`config.mk`:
```
export PLATFORM = sky130hd
export DESIGN_NAME = flash_read_responder
export DESIGN_NICKNAME = d
export VERILOG_FILES = /design/src/rtl/frr_pkg.sv /design/src/rtl/frr_datapath.sv /design/src/rtl/frr_control.sv /design/src/rtl/flash_read_responder.sv
export SDC_FILE = /design/constraint.sdc
export NUM_CORES = 1
export LEC_CHECK = 0
export CORE_ASPECT_RATIO = 0.75
export CORE_UTILIZATION = 62
export DETAILED_ROUTE_END_ITERATION = 10
export PLACE_DENSITY = 0.88
export SLEW_MARGIN = 20
export SYNTH_ARGS = -nofsm -noshare
export SYNTH_HDL_FRONTEND = slang
export SYNTH_SLANG_ARGS = --single-unit
```
`constraint.sdc`:
```
create_clock -name clk -period 2.5 [get_ports clk]
set_input_delay 0.25 -clock clk [delete_from_list [all_inputs] [get_ports clk]]
set_output_delay 0.25 -clock clk [all_outputs]
set_load 0.005 [all_outputs]
```
`src/rtl/frr_pkg.sv`:
```
package frr_pkg;
  typedef enum logic [2:0] {
    ST_OPC, ST_ADDR, ST_DUMMY, ST_DATA, ST_IGNORE
  } frrState_t;

  typedef struct packed {
    logic shiftIn;   // take one SI bit
    logic capAddr;   // append received byte to address
    logic loadPtr;   // decode address into read pointer
    logic loadOut;   // fetch byte at pointer and advance
    logic shiftOut;  // shift next bit onto SO
    logic samePage;  // pointer wraps inside its page
  } dpCtrl_t;

  localparam logic [7:0] OPC_CONT = 8'h03;
  localparam logic [7:0] OPC_PAGE = 8'hD2;
endpackage

```
`src/rtl/frr_datapath.sv`:
```
module frr_datapath
  import frr_pkg::*;
#(
  parameter int PAGE_W = 3
) (
  input  logic       clk,
  input  logic       rstN,
  input  logic       pageMode264,
  input  logic       csN,
  input  logic       sck,
  input  logic       si,
  input  dpCtrl_t    ctl,
  output logic       sckRise,
  output logic       sckFall,
  output logic       csHigh,
  output logic [7:0] rxByte,
  output logic       so
);
  localparam logic [8:0] LAST264 = 9'd263;
  localparam logic [8:0] LAST256 = 9'd255;

  logic [1:0]        sckSync, csSync, siSync;
  logic              sckPrev;
  logic [6:0]        inShift;
  logic [23:0]       addr, addrEff;
  logic [PAGE_W-1:0] ptrPage, decPage;
  logic [8:0]        ptrOff, decOff, lastOff;
  logic [7:0]        outShift;

  function automatic logic [7:0] arrayByte(input logic [PAGE_W-1:0] pg, input logic [8:0] off);
    logic [15:0] prod;
    prod = 16'(pg) * 16'd37;
    return off[7:0] ^ prod[7:0] ^ (off[8] ? 8'hA5 : 8'h00);
  endfunction

  always_ff @(posedge clk or negedge rstN) begin
    if (!rstN) begin
      sckSync <= 2'b00;
      csSync  <= 2'b11;
      siSync  <= 2'b00;
      sckPrev <= 1'b0;
    end else begin
      sckSync <= {sckSync[0], sck};
      csSync  <= {csSync[0], csN};
      siSync  <= {siSync[0], si};
      sckPrev <= sckSync[1];
    end
  end

  assign sckRise = sckSync[1] & ~sckPrev;
  assign sckFall = ~sckSync[1] & sckPrev;
  assign csHigh  = csSync[1];
  assign rxByte  = {inShift, siSync[1]};

  assign addrEff = ctl.capAddr ? {addr[15:0], rxByte} : addr;
  assign lastOff = pageMode264 ? LAST264 : LAST256;

  always_comb begin
    if (pageMode264) begin
      decPage = addrEff[9 +: PAGE_W];
      decOff  = (addrEff[8:0] > LAST264) ? LAST264 : addrEff[8:0];
    end else begin
      decPage = addrEff[8 +: PAGE_W];
      decOff  = {1'b0, addrEff[7:0]};
    end
  end

  always_ff @(posedge clk or negedge rstN) begin
    if (!rstN) begin
      inShift  <= '0;
      addr     <= '0;
      ptrPage  <= '0;
      ptrOff   <= '0;
      outShift <= '0;
    end else begin
      if (ctl.shiftIn) inShift <= rxByte[6:0];
      if (ctl.capAddr) addr <= addrEff;
      if (ctl.loadPtr) begin
        ptrPage <= decPage;
        ptrOff  <= decOff;
      end else if (ctl.loadOut) begin
        outShift <= arrayByte(ptrPage, ptrOff);
        if (ptrOff >= lastOff) begin
          ptrOff <= '0;
          if (!ctl.samePage) ptrPage <= ptrPage + 1'b1;
        end else begin
          ptrOff <= ptrOff + 1'b1;
        end
      end else if (ctl.shiftOut) begin
        outShift <= {outShift[6:0], 1'b0};
      end
    end
  end

  assign so = outShift[7];

  assert_off_in_page_R7: assert property (@(posedge clk) disable iff (!rstN)
    pageMode264 |-> (ptrOff <= LAST264));
  assert_out_on_fall_R1: assert property (@(posedge clk) disable iff (!rstN)
    (ctl.loadOut || ctl.shiftOut) |-> sckFall);
  assert_in_on_rise_R1: assert property (@(posedge clk) disable iff (!rstN)
    ctl.shiftIn |-> sckRise);
endmodule

```
`src/rtl/frr_control.sv`:
```
module frr_control
  import frr_pkg::*;
(
  input  logic       clk,
  input  logic       rstN,
  input  logic       sckRise,
  input  logic       sckFall,
  input  logic       csHigh,
  input  logic [7:0] rxByte,
  output dpCtrl_t    ctl,
  output logic       soOe
);
  frrState_t  state;
  logic [2:0] bitCnt;
  logic [1:0] byteCnt;
  logic       isPageRd, dataLive, byteDone;

  assign byteDone = sckRise & ~csHigh & (bitCnt == 3'd7);

  always_ff @(posedge clk or negedge rstN) begin
    if (!rstN) begin
      state    <= ST_OPC;
      bitCnt   <= '0;
      byteCnt  <= '0;
      isPageRd <= 1'b0;
      dataLive <= 1'b0;
    end else if (csHigh) begin
      state    <= ST_OPC;
      bitCnt   <= '0;
      byteCnt  <= '0;
      dataLive <= 1'b0;
    end else if (sckRise) begin
      bitCnt <= bitCnt + 1'b1;
      if (byteDone) begin
        unique case (state)
          ST_OPC: begin
            byteCnt <= '0;
            if (rxByte == OPC_CONT) begin
              isPageRd <= 1'b0;
              state    <= ST_ADDR;
            end else if (rxByte == OPC_PAGE) begin
              isPageRd <= 1'b1;
              state    <= ST_ADDR;
            end else begin
              state <= ST_IGNORE;
            end
          end
          ST_ADDR: begin
            if (byteCnt == 2'd2) begin
              byteCnt <= '0;
              state   <= isPageRd ? ST_DUMMY : ST_DATA;
            end else begin
              byteCnt <= byteCnt + 1'b1;
            end
          end
          ST_DUMMY: begin
            if (byteCnt == 2'd3) begin
              byteCnt <= '0;
              state   <= ST_DATA;
            end else begin
              byteCnt <= byteCnt + 1'b1;
            end
          end
          default: state <= state;
        endcase
      end
    end else if (sckFall && state == ST_DATA && bitCnt == 3'd0) begin
      dataLive <= 1'b1;
    end
  end

  always_comb begin
    ctl          = '0;
    ctl.shiftIn  = sckRise & ~csHigh;
    ctl.capAddr  = byteDone & (state == ST_ADDR);
    ctl.loadPtr  = byteDone & (((state == ST_ADDR) & (byteCnt == 2'd2) & ~isPageRd) |
                               ((state == ST_DUMMY) & (byteCnt == 2'd3)));
    ctl.loadOut  = sckFall & ~csHigh & (state == ST_DATA) & (bitCnt == 3'd0);
    ctl.shiftOut = sckFall & ~csHigh & (state == ST_DATA) & (bitCnt != 3'd0);
    ctl.samePage = isPageRd;
  end

  assign soOe = dataLive;

  assert_release_R8: assert property (@(posedge clk) disable iff (!rstN)
    csHigh |=> !soOe);
  assert_ignore_quiet_R9: assert property (@(posedge clk) disable iff (!rstN)
    (state == ST_IGNORE) |-> !soOe);
  assert_enable_on_load_R1: assert property (@(posedge clk) disable iff (!rstN)
    $rose(soOe) |-> $past(ctl.loadOut));
  assert_strobes_exclusive_R1: assert property (@(posedge clk) disable iff (!rstN)
    $onehot0({ctl.loadPtr, ctl.loadOut, ctl.shiftOut}));
endmodule

```
`src/rtl/flash_read_responder.sv`:
```
module flash_read_responder
  import frr_pkg::*;
#(
  parameter int PAGE_W = 3
) (
  input  logic clk,
  input  logic rstN,
  input  logic pageMode264,
  input  logic csN,
  input  logic sck,
  input  logic si,
  output logic so,
  output logic soOe
);
  dpCtrl_t    ctl;
  logic       sckRise, sckFall, csHigh;
  logic [7:0] rxByte;

  frr_datapath #(.PAGE_W(PAGE_W)) i_datapath (
    .clk(clk), .rstN(rstN), .pageMode264(pageMode264),
    .csN(csN), .sck(sck), .si(si), .ctl(ctl),
    .sckRise(sckRise), .sckFall(sckFall), .csHigh(csHigh),
    .rxByte(rxByte), .so(so)
  );

  frr_control i_control (
    .clk(clk), .rstN(rstN), .sckRise(sckRise), .sckFall(sckFall),
    .csHigh(csHigh), .rxByte(rxByte), .ctl(ctl), .soOe(soOe)
  );
endmodule

```
## Word level (Yosys, flattened, before mapping)

Index checks and enable logic that the tools add are counted.

- Bits in registers: 56
- RAM bits: 0
- Memories: 0
- Bits in latches: 0
- Word-level logic and storage cells: 110
- Output and inout bits: 2
- Memory bits (read-only): 0

- Divide/modulo/power cells: 0
- Multiplexer cells: 37
- Reduce and logical (&&, ||, !) cells: 19
- Order comparisons: 2
- Shift-type cells: 0
- Add/subtract/negate cells: 4
- Equal/unequal tests: 12
- Multiply operators: 1
- Bitwise gates (word level): 21

Operators by type and width:

| kind | count |
|---|---|
| $mux W9 | 6 |
| $mux W3 | 14 |
| $mux W8 | 3 |
| $xor A8 B8 Y8 | 2 |
| $reduce_bool A2 Y1 | 7 |
| $and A1 B1 Y1 | 13 |
| $mux W12 | 1 |
| $mux W2 | 5 |
| $reduce_and A5 Y1 | 2 |
| $add A9 B1 Y9 const B | 1 |
| $ge A9 B9 Y1 | 1 |
| $gt A9 B9 Y1 const B | 1 |
| $pmux W3 S3 | 1 |
| $eq A8 B2 Y1 const B | 1 |
| $eq A8 B8 Y1 const B | 1 |
| $mul A3 B6 Y8 const B | 1 |
| $add A3 B1 Y3 const B | 2 |
| $eq A3 B2 Y1 const B | 2 |
| $logic_not A3 Y1 | 2 |
| $mux W1 | 6 |
| $ne A3 B2 Y1 const B | 2 |
| $pmux W2 S3 | 1 |
| $reduce_and A3 Y1 | 2 |
| $not A1 Y1 | 5 |
| 10 further kinds | 14 |

## Logic depth before layout (Yosys ltp)

- Depth after elaboration: 10
- Depth in mapped cells: 9

## By module

A second synthesis with hierarchy kept.

- Cell total of the unflattened synthesis: 306
- Area total of the unflattened synthesis: 3190.6 sq um

By module, submodules not included:

| module | times used | cells an instance | area an instance (sq um) |
|---|---|---|---|
| frr_datapath | 1 | 230 | 2452.4 |
| frr_control | 1 | 76 | 738.2 |

## Least setup slack after synthesis

No wires, ideal clock.

- Path kind: reg-to-reg
- Start point: register i_control.bitCnt[1]
- End point: register i_datapath.ptrOff[1]
- Stages on the path, launching flop included: 9
- Data required time: 2.372 ns
- Library setup time: 0.128 ns
- Data arrival time: 2.006 ns
- Buffers on the path: 1
- Period minus slack after synthesis: 2.135 ns
- Slack: 0.365 ns
- Path through: dfrtp_1 > ha_1 > ha_1 > or3b_4 > nor4_1 > buf_4 > mux2i_1 > nand2_1 > a2bb2oi_1

- Cells in the longest elaborated chain, start to end: 8

Ends and longest elaborated chain:

| item | line | text |
|---|---|---|
| start: declaration | frr_control.sv:14 | `logic [2:0] bitCnt;` |
| start signal: assignment | frr_control.sv:33 | `bitCnt <= bitCnt + 1'b1;` |
| $eq A3 B3 Y1 | frr_control.sv:18 | `assign byteDone = sckRise & ~csHigh & (bitCnt == 3'd7);` |
| $and A1 B1 Y1 | frr_control.sv:18 |  |
| $and A1 B1 Y1 | frr_control.sv:75 | `ctl.capAddr = byteDone & (state == ST_ADDR);` |
| $mux W12 | frr_datapath.sv:55 | `assign addrEff = ctl.capAddr ? {addr[15:0], rxByte} : addr;` |
| $gt A9 B9 Y1 | frr_datapath.sv:61 | `decOff = (addrEff[8:0] > LAST264) ? LAST264 : addrEff[8:0];` |
| $mux W9 | frr_datapath.sv:61 |  |
| $mux W9 | frr_datapath.sv:59 | `if (pageMode264) begin` |
| $mux W9 | frr_datapath.sv:78 | `if (ctl.loadPtr) begin` |
| end signal: assignment | frr_datapath.sv:80 | `ptrOff <= decOff;` |
| end signal: assignment | frr_datapath.sv:87 | `ptrOff <= ptrOff + 1'b1;` |
| end: declaration | frr_datapath.sv:27 | `logic [8:0] ptrOff, decOff, lastOff;` |

Several ways; a longest one is shown, not always the timed one.
A chain may end at the register's enable or synchronous reset.

## Final worst setup path

- Start point: register i_control.bitCnt[1]
- End point: register i_datapath.ptrOff[8]

The elaborated chain is that of the path after synthesis.

==> summary.txt <==
Clock network
  • Clk sinks: between 50 and 60
  • Worst-Skew Late Latency: 0.31 ns
  • Post-CTS setup buffer count: 0
  • Clock root buffer master: clkbuf_8
  • TritonCTS clock tree: done
  • CTS Buf Count: 5
  • CTS max path bufs: 2
  • CTS H-tree depth: 2
  • Clock slew at reported path FFs: 0.11 ns

Die
  • DIE WIDTH: 84.23 um
  • I/O pin cnt: 8
  • Initial Utilization: 64.54%
  • Die height: 63.68 um
  • Core area: 0.004872 mm^2
  • Rows: 22
  • Die area: 0.005363 mm^2

Global routing
  • Initial antenna violation count: 0
  • Vias in the first global route: 2407
  • Total gr overflow: 0
  • Global Route Usage Sum: 27.53%
  • Largest net degree at the start of global routing: 45
  • First-pass GRT wire length: 11540 um

Power
  • Maximum vdd drop: 0.4186 mV
  • Static leakage: 1.510 nW
  • PnR Total Power: 0.001725 W
  • Pwr Density: 504.3 mW/mm^2

Synthesis
  • Synth Area in Simple Gates: 15.60%
  • Mapped Nets: around 330
  • Flops & latches, synth: 56
  • Yosys warns: 0
  • Number of synthesized flops with an enable pin: 0
  • Compound-cell area share of the yosys netlist: between 10% and 20%
  • Yosys cell types: 53
  • Top_reg_cell synth: dfrtp_1
  • Synth Cell Area: 0.003144 mm^2
  • Adder-cell share of the synthesized area: 7.561%
  • Post-Synthesis Cells: 306
  • Share of flip-flops with an asynchronous set or reset: 100.0%
  • Top post-synthesis cells by count: 54 x dfrtp_1, 32 x nand2_1, 20 x nor2_1
  • Most common cell in the synthesized netlist: dfrtp_1
  • Xor/xnor share of the synthesized area: 4.457%
  • Mean area per synthesized cell: 10.28 um^2
  • Largest family of logic cells by synthesized area: simple AND/OR/NAND/NOR gates
  • Largest cells by area after synthesis: dfrtp_1 43%, ha_1 7.6%, xnor2_1 4.2%
  • Seq/Total Area, Yosys: between 40 and 50%
  • Biggest area consumer among synthesized cells: dfrtp_1
  • Multiplexer share of the synthesized area: 10.74%
  • Share of the synthesized area in the top cell type: 42.98%

Route
  • Vias per cell: about 6.4
  • DRC viols: 6
  • DR vias: 2429
  • DRT Wirelength: 6696 um
  • Initial drt markers: between 150 and 200
  • First-pass iteration count of the detailed router: 8
  • Routed wire length per instance: between 15 and 20 um
  • Post-route ant nets: 0

Placement
  • HPWL Detailed: 4962 um
  • Routability cong.: 0.8952
  • Port bufs: 7
  • Placement Cell Area: 0.003316 mm^2
  • Dpl cells: 372

Timing
  • Final hold vios: 0
  • Skew final: 0.004370 ns
  • Fin crit share: 94.16%
  • Pin slew with the least headroom to its limit: 0.9536 ns
  • Final min period: approximately 2.4 ns
  • Relative slew slack: around 36%
  • Fmax: 424.8 MHz
  • Final Max Slew Viols: 0
  • Final setup violation count: 0

Critical path
  • Reg2reg setup slack: 0.15 ns
  • Kind of critical path: reg -> reg
  • CP max FO: 20
  • Critical Path End Type: register
  • Crit path required time: 2.70 ns
  • Element type at the critical path start: register
  • WP data arrival: 2.56 ns
  • Worst reg-to-reg path cell count: 9

Finish
  • Layout cells sized above 1: 12.81%
  • Synth-to-layout area growth: 8.794%
  • Final #Nets: 344
  • Layout Cells excl Fill: 380
  • Post-route cell area: ~0.0034 mm^2
  • Antenna cells: 0

Outcome
  • Failing checks: DRC
  • Status: finished, violations left

Min path
  • Worst Hold Class: in -> async

Run
  • Max_cap viols: 0
repair_timing:
| item | CTS | global route |
|---|---|---|
| endpoints found under the setup margin | 0 | 4 |
| resized for setup | 0 | 2 |
| hold buffers | 0 | 0 |
layout make-up:
| type | count | area (um^2) |
|---|---|---|
| inverters | 12 | 45.04 |
| multi-input cells | 224 | 1633 |
| clock buffers | 5 | 68.82 |
| flip-flops and latches | 56 | 1404 |
| well taps | 60 | 75.07 |
| fillers | 362 | 1451 |
| clock inverters | 3 | 28.78 |
| repair buffers | 20 | 166.4 |
placed cells by master, fill, tap and decap left out, types with 2 or more instances in the layout:
cell type and count:
dfrtp_1 54, nand2_1 32, nor2_1 20, ha_1 19, xnor2_1 15, o21ai_0 14
nand3_1 14, buf_4 12, mux2_1 11, inv_1 10, mux2_2 9, a21oi_1 9
nor3_1 8, mux2i_1 8, o21ai_1 8, clkdlybuf4s50_1 6, clkbuf_8 5, a31oi_1 4
a211oi_1 4, nor4b_1 3, nand3b_1 3, a311oi_1 3, and2_1 3, o211ai_1 3
inv_2 2, nand4b_1 2, nor2b_1 2, and3_1 2, and4_1 2, or3_1 2
a32oi_1 2, a2bb2oi_1 2, inv_6 2, dfstp_2 2
final timing paths:
check	start	endpoint
setup / recovery	i_control.bitCnt[1]$_DFFE_PN0P_	i_datapath.ptrOff[8]$_DFFE_PN0P_
setup reg to reg	i_control.bitCnt[1]$_DFFE_PN0P_	i_datapath.ptrOff[8]$_DFFE_PN0P_
min in group clk	csN	i_datapath.csSync[0]$_DFF_PN1_
hold / removal	rstN	i_control.byteCnt[0]$_DFFE_PN0P_
max in group asynchronous	rstN	i_datapath.addr[1]$_DFFE_PN0P_
hold reg to reg	i_datapath.siSync[0]$_DFF_PN0_	i_datapath.siSync[1]$_DFF_PN0_
worst max-delay path, stage by stage (launching register included):
cell	delay, ns
dfrtp_1	0.39
ha_1	0.18
ha_1	0.14
or3b_4	0.41
nor4_2	0.22
buf_6	0.26
mux2i_1	0.31
inv_2	0.06
a32oi_1	0.19
nand3_1	0.10
state kept, by name, summed over array words and instances (netlist names), 2 cells and up:
name and count:
i_control.state 3, i_datapath.csSync 2, i_datapath.siSync 2, i_control.bitCnt 3, i_datapath.ptrOff 9, i_control.byteCnt 2
i_datapath.inShift 7, i_datapath.outShift 8, i_datapath.addr 12, i_datapath.sckSync 2, i_datapath.ptrPage 3
cells by family (layout without fill, tap and decap cells):
group                      count (synthesis)  in the layout
muxes                                     30             30
xor gates and xnor gates                  16             16
buffers and inverters                     26             40
AOI/OAI and AO/OA                         61             61
DFF                                       56             56
and+or+nand+nor                           98             98
adders and majority gates                 19             19
through the flow:
stage	setup TNS, ns	utilization (%)	worst slack [ns]	hold slack [ns]
floorplan	0	-	0.3652	-0.04559
global placement	0	68.05	0.07972	0.3324
detailed placement	-0.01999	68.05	-0.01999	0.3355
CTS	0	70.06	0.1293	0.1086
global route	-0.03550	70.21	-0.03550	0.1614
finish	0	70.21	0.1461	0.07451
power by group:
group / internal (W) / switching [W] / total, W / leakage, nW
clock network: 0.000212 / 0.000325 / 0.000537 / 0.0511
logic: 0.0000798 / 0.0000878 / 0.000168 / 0.738
registers: 0.000960 / 0.0000606 / 0.00102 / 0.721
metal layers:
metal	routed length (um)	GRT usage, %	up-vias
li1	-	-	1128
met1	3085	38.26	1188
met2	3095	45.29	96
met3	409	4.718	17
met4	106	6.466	0
met5	0	0	-
No activity file was read; power rests on OpenSTA's default activity.
